$ cat src/rtl/rename_pkg.sv
package rename_pkg;
    localparam int DEF_ARCH_REGS = 32;
    localparam int DEF_PHYS_REGS = 128;
endpackage

$ cat src/rtl/rename_map.sv
module rename_map #(
    parameter int ARCH_REGS = rename_pkg::DEF_ARCH_REGS,
    parameter int PHYS_REGS = rename_pkg::DEF_PHYS_REGS,
    localparam int AW = $clog2(ARCH_REGS),
    localparam int TW = $clog2(PHYS_REGS)
) (
    input  logic          clk,
    input  logic          rst_n,
    input  logic [AW-1:0] rd0_reg,
    input  logic [AW-1:0] rd1_reg,
    output logic [TW-1:0] rd0_tag,
    output logic [TW-1:0] rd1_tag,
    input  logic          wr_en,
    input  logic [AW-1:0] wr_reg,
    input  logic [TW-1:0] wr_tag
);
    typedef logic [ARCH_REGS-1:0][TW-1:0] table_t;

    function automatic table_t identity_map();
        table_t t;
        for (int i = 0; i < ARCH_REGS; i++) t[i] = TW'(i);
        return t;
    endfunction

    table_t tbl_d, tbl_q;

    // reads see the table as it stands before this cycle's write
    assign rd0_tag = tbl_q[rd0_reg];
    assign rd1_tag = tbl_q[rd1_reg];

    always_comb begin
        tbl_d = tbl_q;
        if (wr_en && (wr_reg != '0)) tbl_d[wr_reg] = wr_tag;
    end

    always_ff @(posedge clk) begin
        if (!rst_n) tbl_q <= identity_map();
        else        tbl_q <= tbl_d;
    end
endmodule

$ cat src/rtl/rename_freelist.sv
module rename_freelist #(
    parameter int ARCH_REGS = rename_pkg::DEF_ARCH_REGS,
    parameter int PHYS_REGS = rename_pkg::DEF_PHYS_REGS,
    localparam int TW = $clog2(PHYS_REGS)
) (
    input  logic          clk,
    input  logic          rst_n,
    input  logic          pop,
    output logic [TW-1:0] head_tag,
    output logic          empty,
    input  logic          push,
    input  logic [TW-1:0] push_tag,
    output logic [TW:0]   occupancy
);
    localparam int INIT_FREE = PHYS_REGS - ARCH_REGS;

    typedef struct packed {
        logic [PHYS_REGS-1:0][TW-1:0] mem;
        logic [TW-1:0]                rd;
        logic [TW-1:0]                wr;
        logic [TW:0]                  cnt;
    } fl_t;

    function automatic fl_t reset_state();
        fl_t s;
        for (int i = 0; i < PHYS_REGS; i++)
            s.mem[i] = (i < INIT_FREE) ? TW'(i + ARCH_REGS) : '0;
        s.rd  = '0;
        s.wr  = TW'(INIT_FREE);
        s.cnt = (TW+1)'(INIT_FREE);
        return s;
    endfunction

    fl_t st_d, st_q;
    logic push_ok, pop_ok;

    assign empty     = (st_q.cnt == '0);
    assign head_tag  = st_q.mem[st_q.rd];
    assign occupancy = st_q.cnt;

    always_comb begin
        st_d    = st_q;
        pop_ok  = pop && !empty;
        push_ok = push && (st_q.cnt != (TW+1)'(PHYS_REGS));
        if (pop_ok) st_d.rd = st_q.rd + 1'b1;
        if (push_ok) begin
            st_d.mem[st_q.wr] = push_tag;
            st_d.wr           = st_q.wr + 1'b1;
        end
        case ({push_ok, pop_ok})
            2'b10:   st_d.cnt = st_q.cnt + 1'b1;
            2'b01:   st_d.cnt = st_q.cnt - 1'b1;
            default: st_d.cnt = st_q.cnt;
        endcase
    end

    always_ff @(posedge clk) begin
        if (!rst_n) st_q <= reset_state();
        else        st_q <= st_d;
    end
endmodule

$ cat src/rtl/reg_rename_top.sv
module reg_rename_top #(
    parameter int ARCH_REGS = rename_pkg::DEF_ARCH_REGS,
    parameter int PHYS_REGS = rename_pkg::DEF_PHYS_REGS,
    localparam int AW = $clog2(ARCH_REGS),
    localparam int TW = $clog2(PHYS_REGS)
) (
    input  logic          clk,
    input  logic          rst_n,
    input  logic          req_valid,
    input  logic [AW-1:0] src0_reg,
    input  logic [AW-1:0] src1_reg,
    input  logic [AW-1:0] dst_reg,
    input  logic          dst_en,
    output logic          stall,
    output logic          res_valid,
    output logic [TW-1:0] src0_ptag,
    output logic [TW-1:0] src1_ptag,
    output logic [TW-1:0] dst_ptag,
    output logic          dst_alloc,
    input  logic          rel_valid,
    input  logic [TW-1:0] rel_ptag
);
    typedef struct packed {
        logic          valid;
        logic          alloc;
        logic [TW-1:0] s0;
        logic [TW-1:0] s1;
        logic [TW-1:0] d;
    } res_t;

    res_t res_d, res_q;

    logic          need_dst, accept, do_alloc, fl_empty;
    logic [TW-1:0] tag0, tag1, fl_head;
    logic [TW:0]   fl_occ;

    rename_map #(.ARCH_REGS(ARCH_REGS), .PHYS_REGS(PHYS_REGS)) u_map (
        .clk(clk), .rst_n(rst_n),
        .rd0_reg(src0_reg), .rd1_reg(src1_reg),
        .rd0_tag(tag0), .rd1_tag(tag1),
        .wr_en(do_alloc), .wr_reg(dst_reg), .wr_tag(fl_head)
    );

    rename_freelist #(.ARCH_REGS(ARCH_REGS), .PHYS_REGS(PHYS_REGS)) u_free (
        .clk(clk), .rst_n(rst_n),
        .pop(do_alloc), .head_tag(fl_head), .empty(fl_empty),
        .push(rel_valid), .push_tag(rel_ptag), .occupancy(fl_occ)
    );

    always_comb begin
        need_dst = dst_en && (dst_reg != '0);
        stall    = req_valid && need_dst && fl_empty;
        accept   = req_valid && !stall;
        do_alloc = accept && need_dst;

        res_d       = '0;
        res_d.valid = accept;
        if (accept) begin
            res_d.s0    = tag0;
            res_d.s1    = tag1;
            res_d.alloc = do_alloc;
            res_d.d     = do_alloc ? fl_head : '0;
        end
    end

    always_ff @(posedge clk) begin
        if (!rst_n) res_q <= '0;
        else        res_q <= res_d;
    end

    assign res_valid = res_q.valid;
    assign dst_alloc = res_q.alloc;
    assign src0_ptag = res_q.s0;
    assign src1_ptag = res_q.s1;
    assign dst_ptag  = res_q.d;
endmodule

$ cat config.mk
export PLATFORM = sky130hd
export DESIGN_NAME = reg_rename_top
export DESIGN_NICKNAME = d
export VERILOG_FILES = /design/src/rtl/rename_pkg.sv /design/src/rtl/rename_map.sv /design/src/rtl/rename_freelist.sv /design/src/rtl/reg_rename_top.sv
export SDC_FILE = /design/constraint.sdc
export NUM_CORES = 2
export LEC_CHECK = 0
export BUFFER_PORTS_ARGS = -buffer_cell sky130_fd_sc_hd__buf_4
export CAP_MARGIN = 20
export CORE_MARGIN = 2
export CORE_UTILIZATION = 35
export CTS_CLUSTER_SIZE = 30
export DETAILED_ROUTE_END_ITERATION = 8
export PLACE_DENSITY = 0.57
export SLEW_MARGIN = 20
export SYNTH_ARGS = -nofsm -noshare
export SYNTH_HDL_FRONTEND = slang
export SYNTH_HIERARCHICAL = 1
export SYNTH_SLANG_ARGS = --single-unit
$ cat constraint.sdc
create_clock -name clk -period 4 [get_ports clk]
set_input_delay 0.8 -clock clk [delete_from_list [all_inputs] [get_ports clk]]
set_output_delay 0.8 -clock clk [all_outputs]
set_load 0.02 [all_outputs]
**Word-level counts from Yosys, hierarchy flattened**

Cells that the tools add are included.

- Bits of input ports: 27
- Register bits after elaboration: 1165
- Logic and storage cells: 212
- Output and inout bits: 24

- Reductions and logical operators: 17
- Mux-type cells: 13
- Equality and inequality tests: 3
- Order comparisons: 7
- Add/sub/neg operators: 4

Operators with widths:

| cell | number |
|---|---|
| 896-bit bitwise mux | 1 |
| 224-bit bitwise mux | 1 |
| 7-bit binary-select mux with 5-bit select | 2 |
| 7-bit binary-select mux with 7-bit select | 1 |
| 7-bit demux with 7-bit select | 1 |
| 7-bit demux with 5-bit select | 1 |
| 7-bit two-way mux | 5 |
| 5-bit by 6-bit less-than comparator with 1-bit output, second input constant | 3 |
| 7-bit by 8-bit less-than comparator with 1-bit output, second input constant | 2 |
| 8-bit one-hot mux with 2 select lines | 1 |
| 7-bit by 1-bit adder with 7-bit output, second input constant | 2 |
| 1-bit logical AND | 10 |
| 8-bit by 1-bit adder with 8-bit output, second input constant | 1 |
| 8-bit logical NOT | 1 |
| 8-bit != test, second input constant | 1 |
| 8-bit by 1-bit subtractor with 8-bit output, second input constant | 1 |
| 7-bit by 1-bit >= comparator with 1-bit output, second input constant | 1 |
| 5-bit by 1-bit >= comparator with 1-bit output, second input constant | 1 |
| 5-bit nonzero test | 1 |
| 3-bit AND reduction | 1 |
| 2-bit by 1-bit == test with 1-bit output, second input constant | 1 |
| 2-bit == test, second input constant | 1 |
| 1-bit logical NOT | 2 |
| 2-bit AND reduction | 1 |
| 2-bit nonzero test | 1 |

**Longest topological paths before layout**

- Depth after elaboration: 10
- Mapped depth: 14

**Hierarchy**

The synthesis kept the hierarchy.

By module, submodules not included:

| module | times used | cells an instance | area an instance (um^2) | sequential area each (um^2) |
|---|---|---|---|---|
| rename_freelist | 1 | 4894 | 42545.8 | 18377.6 |
| rename_map | 1 | 1226 | 12335.6 | 4484.3 |
| reg_rename_top | 1 | 58 | 770.7 | 460.4 |

**Worst setup path before layout**

OpenSTA, ideal clock, no wires.

- Kind: input port to flip-flop
- Start: input dst_en
- End: register u_free.st_q, in the netlist u_free/occupancy[6]
- Setup time: 0.106 ns
- Stages on the path: 12
- Setup slack: 0.384 ns
- Arrival: 3.510 ns
- Cell sequence: nand2_1 a211oi_1 nor2b_1 clkbuf_1 ha_1 ha_1 nor2b_1 o21ai_0 a21boi_0 o21a_1 o21a_1 o311ai_0

- Cells in the longest elaborated chain, start to end: 9
- Elaborated cells on any way between the ends: 11

Ends and longest elaborated chain:

| item | line | text |
|---|---|---|
| from (decl) | reg_rename_top.sv:13 | `input logic dst_en,` |
| 1-bit logical AND (*) | reg_rename_top.sv:51 | `need_dst = dst_en && (dst_reg != '0);` |
| 1-bit logical AND (2 in a row) | reg_rename_top.sv:52 | `stall = req_valid && need_dst && fl_empty;` |
| 1-bit logical NOT | reg_rename_top.sv:53 | `accept = req_valid && !stall;` |
| 1-bit logical AND | reg_rename_top.sv:53 |  |
| 1-bit logical AND (*) | reg_rename_top.sv:54 | `do_alloc = accept && need_dst;` |
| named net do_alloc | reg_rename_top.sv:33 | `logic need_dst, accept, do_alloc, fl_empty;` |
| 1-bit logical AND (*) | rename_freelist.sv:43 | `pop_ok = pop && !empty;` |
| named net u_free.pop_ok | rename_freelist.sv:35 | `logic push_ok, pop_ok;` |
| 2-bit by 1-bit == test with 1-bit output or 2-bit == test (tied branches) | rename_freelist.sv:50 | `case ({push_ok, pop_ok})` |
| 8-bit one-hot mux with 2 select lines or 2-bit nonzero test (tied branches) | -- |  |
| to (signal assigned) | rename_freelist.sv:58 | `if (!rst_n) st_q <= reset_state();` |
| to (signal assigned) | rename_freelist.sv:59 | `else st_q <= st_d;` |
| to (decl) | rename_freelist.sv:34 | `fl_t st_d, st_q;` |

Mark *: on every way through the listed nets, which the timed path passes. The rest lies on a longest branch.
A chain may end at the register's enable or synchronous reset.

**Worst setup path after layout**

- Start: register u_free/st_q[17] (netlist name)
- End: register u_map/tbl_q[9] (netlist name)

- Cells in the longest elaborated chain, start to end: 3

Ends and longest elaborated chain:

| item | line | text |
|---|---|---|
| 7-bit binary-select mux with 7-bit select | rename_freelist.sv:38 | `assign head_tag = st_q.mem[st_q.rd];` |
| 7-bit two-way mux (implied by the code) | rename_freelist.sv:38 |  |
| named net fl_head[2] | reg_rename_top.sv:34 | `logic [TW-1:0] tag0, tag1, fl_head;` |
| 224-bit bitwise mux | rename_map.sv:33 | `if (wr_en && (wr_reg != '0)) tbl_d[wr_reg] = wr_tag;` |
| to (signal assigned) | rename_map.sv:37 | `if (!rst_n) tbl_q <= identity_map();` |
| to (signal assigned) | rename_map.sv:38 | `else tbl_q <= tbl_d;` |
| to (decl) | rename_map.sv:25 | `table_t tbl_d, tbl_q;` |

The timed path passes the listed nets, and every way through them passes these cells. The select of a mux whose other input is x is not followed.

==> reports/results.tsv <==
stage	metric	value	unit
synth	syn_area_per_cell	9.01	sq um
power_and_ir_drop	worst_ir_drop_vdd	0.349	mV
route	drtIter0Drc	5435	
global_routing	grt.overflow.total	0	
cts	htreeDepth	4	
global_routing	grt_util_met1	31.3	%
floorplanning	die_width	403	microns
route	vias	47700	
cells_and_area	final_net_count	5945	
global_routing	grt_max_degree	255	
cts	clkTransAtPathRegs	0.06	ns
route	routed_via_density	5.90	
cts	cts_tree	yes	
global_routing	top_usage_layer	met2	
route	drtAntennaViolNets	0	
critical_path	end_kind	flip-flop	
synth	syn_area	55600	sq um
global_routing	grt_pass1_wl	283000	microns
route	drtPass1Iterations	6	
power_and_ir_drop	p_switching	6.55	mW
timing	finalSetupViolCount	0	
global_routing	antenna_found_initial	3	
route	routedWlPerCell	22.7	microns
placement	placed_cells	7843	
cells_and_area	instances_no_fill	8086	
job	cap_viol_max_count	0	
floorplanning	core_area	158000	sq um
power_and_ir_drop	p_per_area	419	nW/um^2
route	drt-total-wl	183000	microns
placement	place_area	58300	sq um
floorplanning	boundaryPins	51	
synth	syn_inst	6170	
timing	hold_viol	0	
cells_and_area	fin_area	62900	sq um
cts	cts_buffers	135	
cts	cts_sinks	1165	
power_and_ir_drop	p_leak	21.3	nW
run_status	outcome	complete, no violations	
floorplanning	dieArea	162000	sq um
global_routing	globalRouteMet3Util	3.68	%
critical_path	crit_type	flip-flop to flip-flop	
power_and_ir_drop	p_sw_share	24.9	%
placement	io_buffer_count	50	
synth	ys_warn_count	6	
critical_path	worst_ep_arrival_time	4.54	ns
synth	syn_nets	6207	
floorplanning	rows	146	
timing	tns	0	ns
floorplanning	start_util	35.2	%
timing	fmax	0.263	GHz
critical_path	cp_max_fo	34	
timing	post-route-period-util	95.2	%
hold_path	holdCritPathClass	input pin to flip-flop	
critical_path	start_kind	flip-flop	
floorplanning	die_y	403	microns
global_routing	met2_usage	33.8	%
timing	worst_pin_slew	1.40	ns
cells_and_area	area_growth	13.1	%
global_routing	grt_usage	22.0	%
timing	maxSlewHeadroom	6.79	%
global_routing	grt_pass1_vias	45700	
placement	gp_congestion	0.832	
cts	insertion_delay	0.80	ns
cells_and_area	layout-drive-gt1-share	14.4	%
critical_path	cp.required	4.73	ns
power_and_ir_drop	pwr-share-seq	44.4	%
cts	cts_setup_buffers	0	
placement	dp_hpwl	107000	microns
cts	cts.path.max_buffers	3	
timing	rsz0062_at_grt	false	
power_and_ir_drop	clkPwrFrac	48.8	%
cts	cts_root_buf	clkbuf_16	
timing	slew_viol_final	0	
timing	fin_skew	0.0656	ns
power_and_ir_drop	power_frac_comb	6.7	%
route	remaining_drc_errors	0	
timing	finalCriticalPeriod	3.81	ns
cts	cts_hold_buffers	0	
power_and_ir_drop	p_int	19.8	mW
-- metal layers --
metal	part of all wire, %	wire (microns)
met5	0.0044	8
met4	2.8	5120
met3	7.5	13800
met2	45	83300
met1	44	81100
-- worst paths after layout --
check	from	endpoint	slack (ns)	cells after the start
max	u_free/st_q[17]$_SDFFE_PN0P_	u_map/tbl_q[9]$_SDFFE_PN0P_	0.19	9
min	rst_n	u_map/tbl_q[86]$_SDFFE_PN1P_	0.40	2
max reg2reg	u_free/st_q[17]$_SDFFE_PN0P_	u_map/tbl_q[9]$_SDFFE_PN0P_	0.19	9
min reg2reg	u_free/st_q[45]$_SDFFE_PN0P_	u_free/st_q[45]$_SDFFE_PN0P_	0.46	2
-- worst max-delay path: stages (launching register included) --
cell      delay (ns)
dfxtp_4         0.78
buf_4           0.46
buf_4           0.37
mux4_2          0.28
o22ai_1         0.15
o31ai_1         0.69
o32a_1          0.38
buf_12          0.23
nand3_1         0.10
a21boi_0        0.21
-- stage by stage --
| stage | hold slack (ns) | utilization (%) | setup slack (ns) | total power, mW |
|---|---|---|---|---|
| after floorplan | 0.432 | - | 0.384 | 13.1 |
| after global placement | 0.446 | 36.9 | 0.201 | 13.7 |
| after detailed placement | 0.449 | 36.9 | 0.118 | 13.7 |
| after CTS | 0.344 | 39.8 | 0.222 | 26.5 |
| after global routing | 0.387 | 39.8 | 0.0417 | 27.1 |
| final | 0.398 | 39.8 | 0.191 | 26.3 |
-- layout make-up --
| type | count | area (sq um) |
|---|---|---|
| antenna | 1 | 2.50 |
| clock buffer | 195 | 3850 |
| tap | 2072 | 2590 |
| multi-input combinational | 4326 | 29600 |
| inverter | 12 | 45.0 |
| clock inverter | 47 | 737 |
| fill | 15400 | 95100 |
| timing repair buffer | 268 | 2750 |
| sequential | 1165 | 23300 |
-- cell usage in the layout, fill, tap and decap left out, types with 56 or more instances in the layout --
| cell type | count |
|---|---|
| o21ai_0 | 232 |
| mux4_2 | 305 |
| nand3_1 | 1509 |
| a21boi_0 | 580 |
| nand2_1 | 1035 |
| nor2b_1 | 56 |
| dfxtp_1 | 1162 |
| buf_4 | 208 |
| buf_12 | 58 |
| clkbuf_16 | 136 |
| mux2i_1 | 163 |
-- power by group through the flow --
stage | registers [mW] | logic [mW] | clock network (mW)
after CTS | 11.7 | 1.76 | 13.1
after detailed placement | 11.9 | 1.76 | 0
after floorplan | 11.9 | 1.17 | 0
after global placement | 11.9 | 1.75 | 0
after global routing | 11.7 | 1.86 | 13.6
final | 11.7 | 1.77 | 12.9
-- timing repair --
item | in CTS | in global routing
endpoints found under the setup margin | 0 | 16
endpoints found under the hold margin | 0 | 0
resized for setup | 0 | 1
-- registers in the layout, indices dropped and copies added, names as in the netlist --
register,count
src0_ptag,7
res_valid,1
u_free/st_q,910
dst_ptag,7
u_free/occupancy,8
dst_alloc,1
u_map/tbl_q,224
src1_ptag,7
Power figures use the tool's default switching activity.
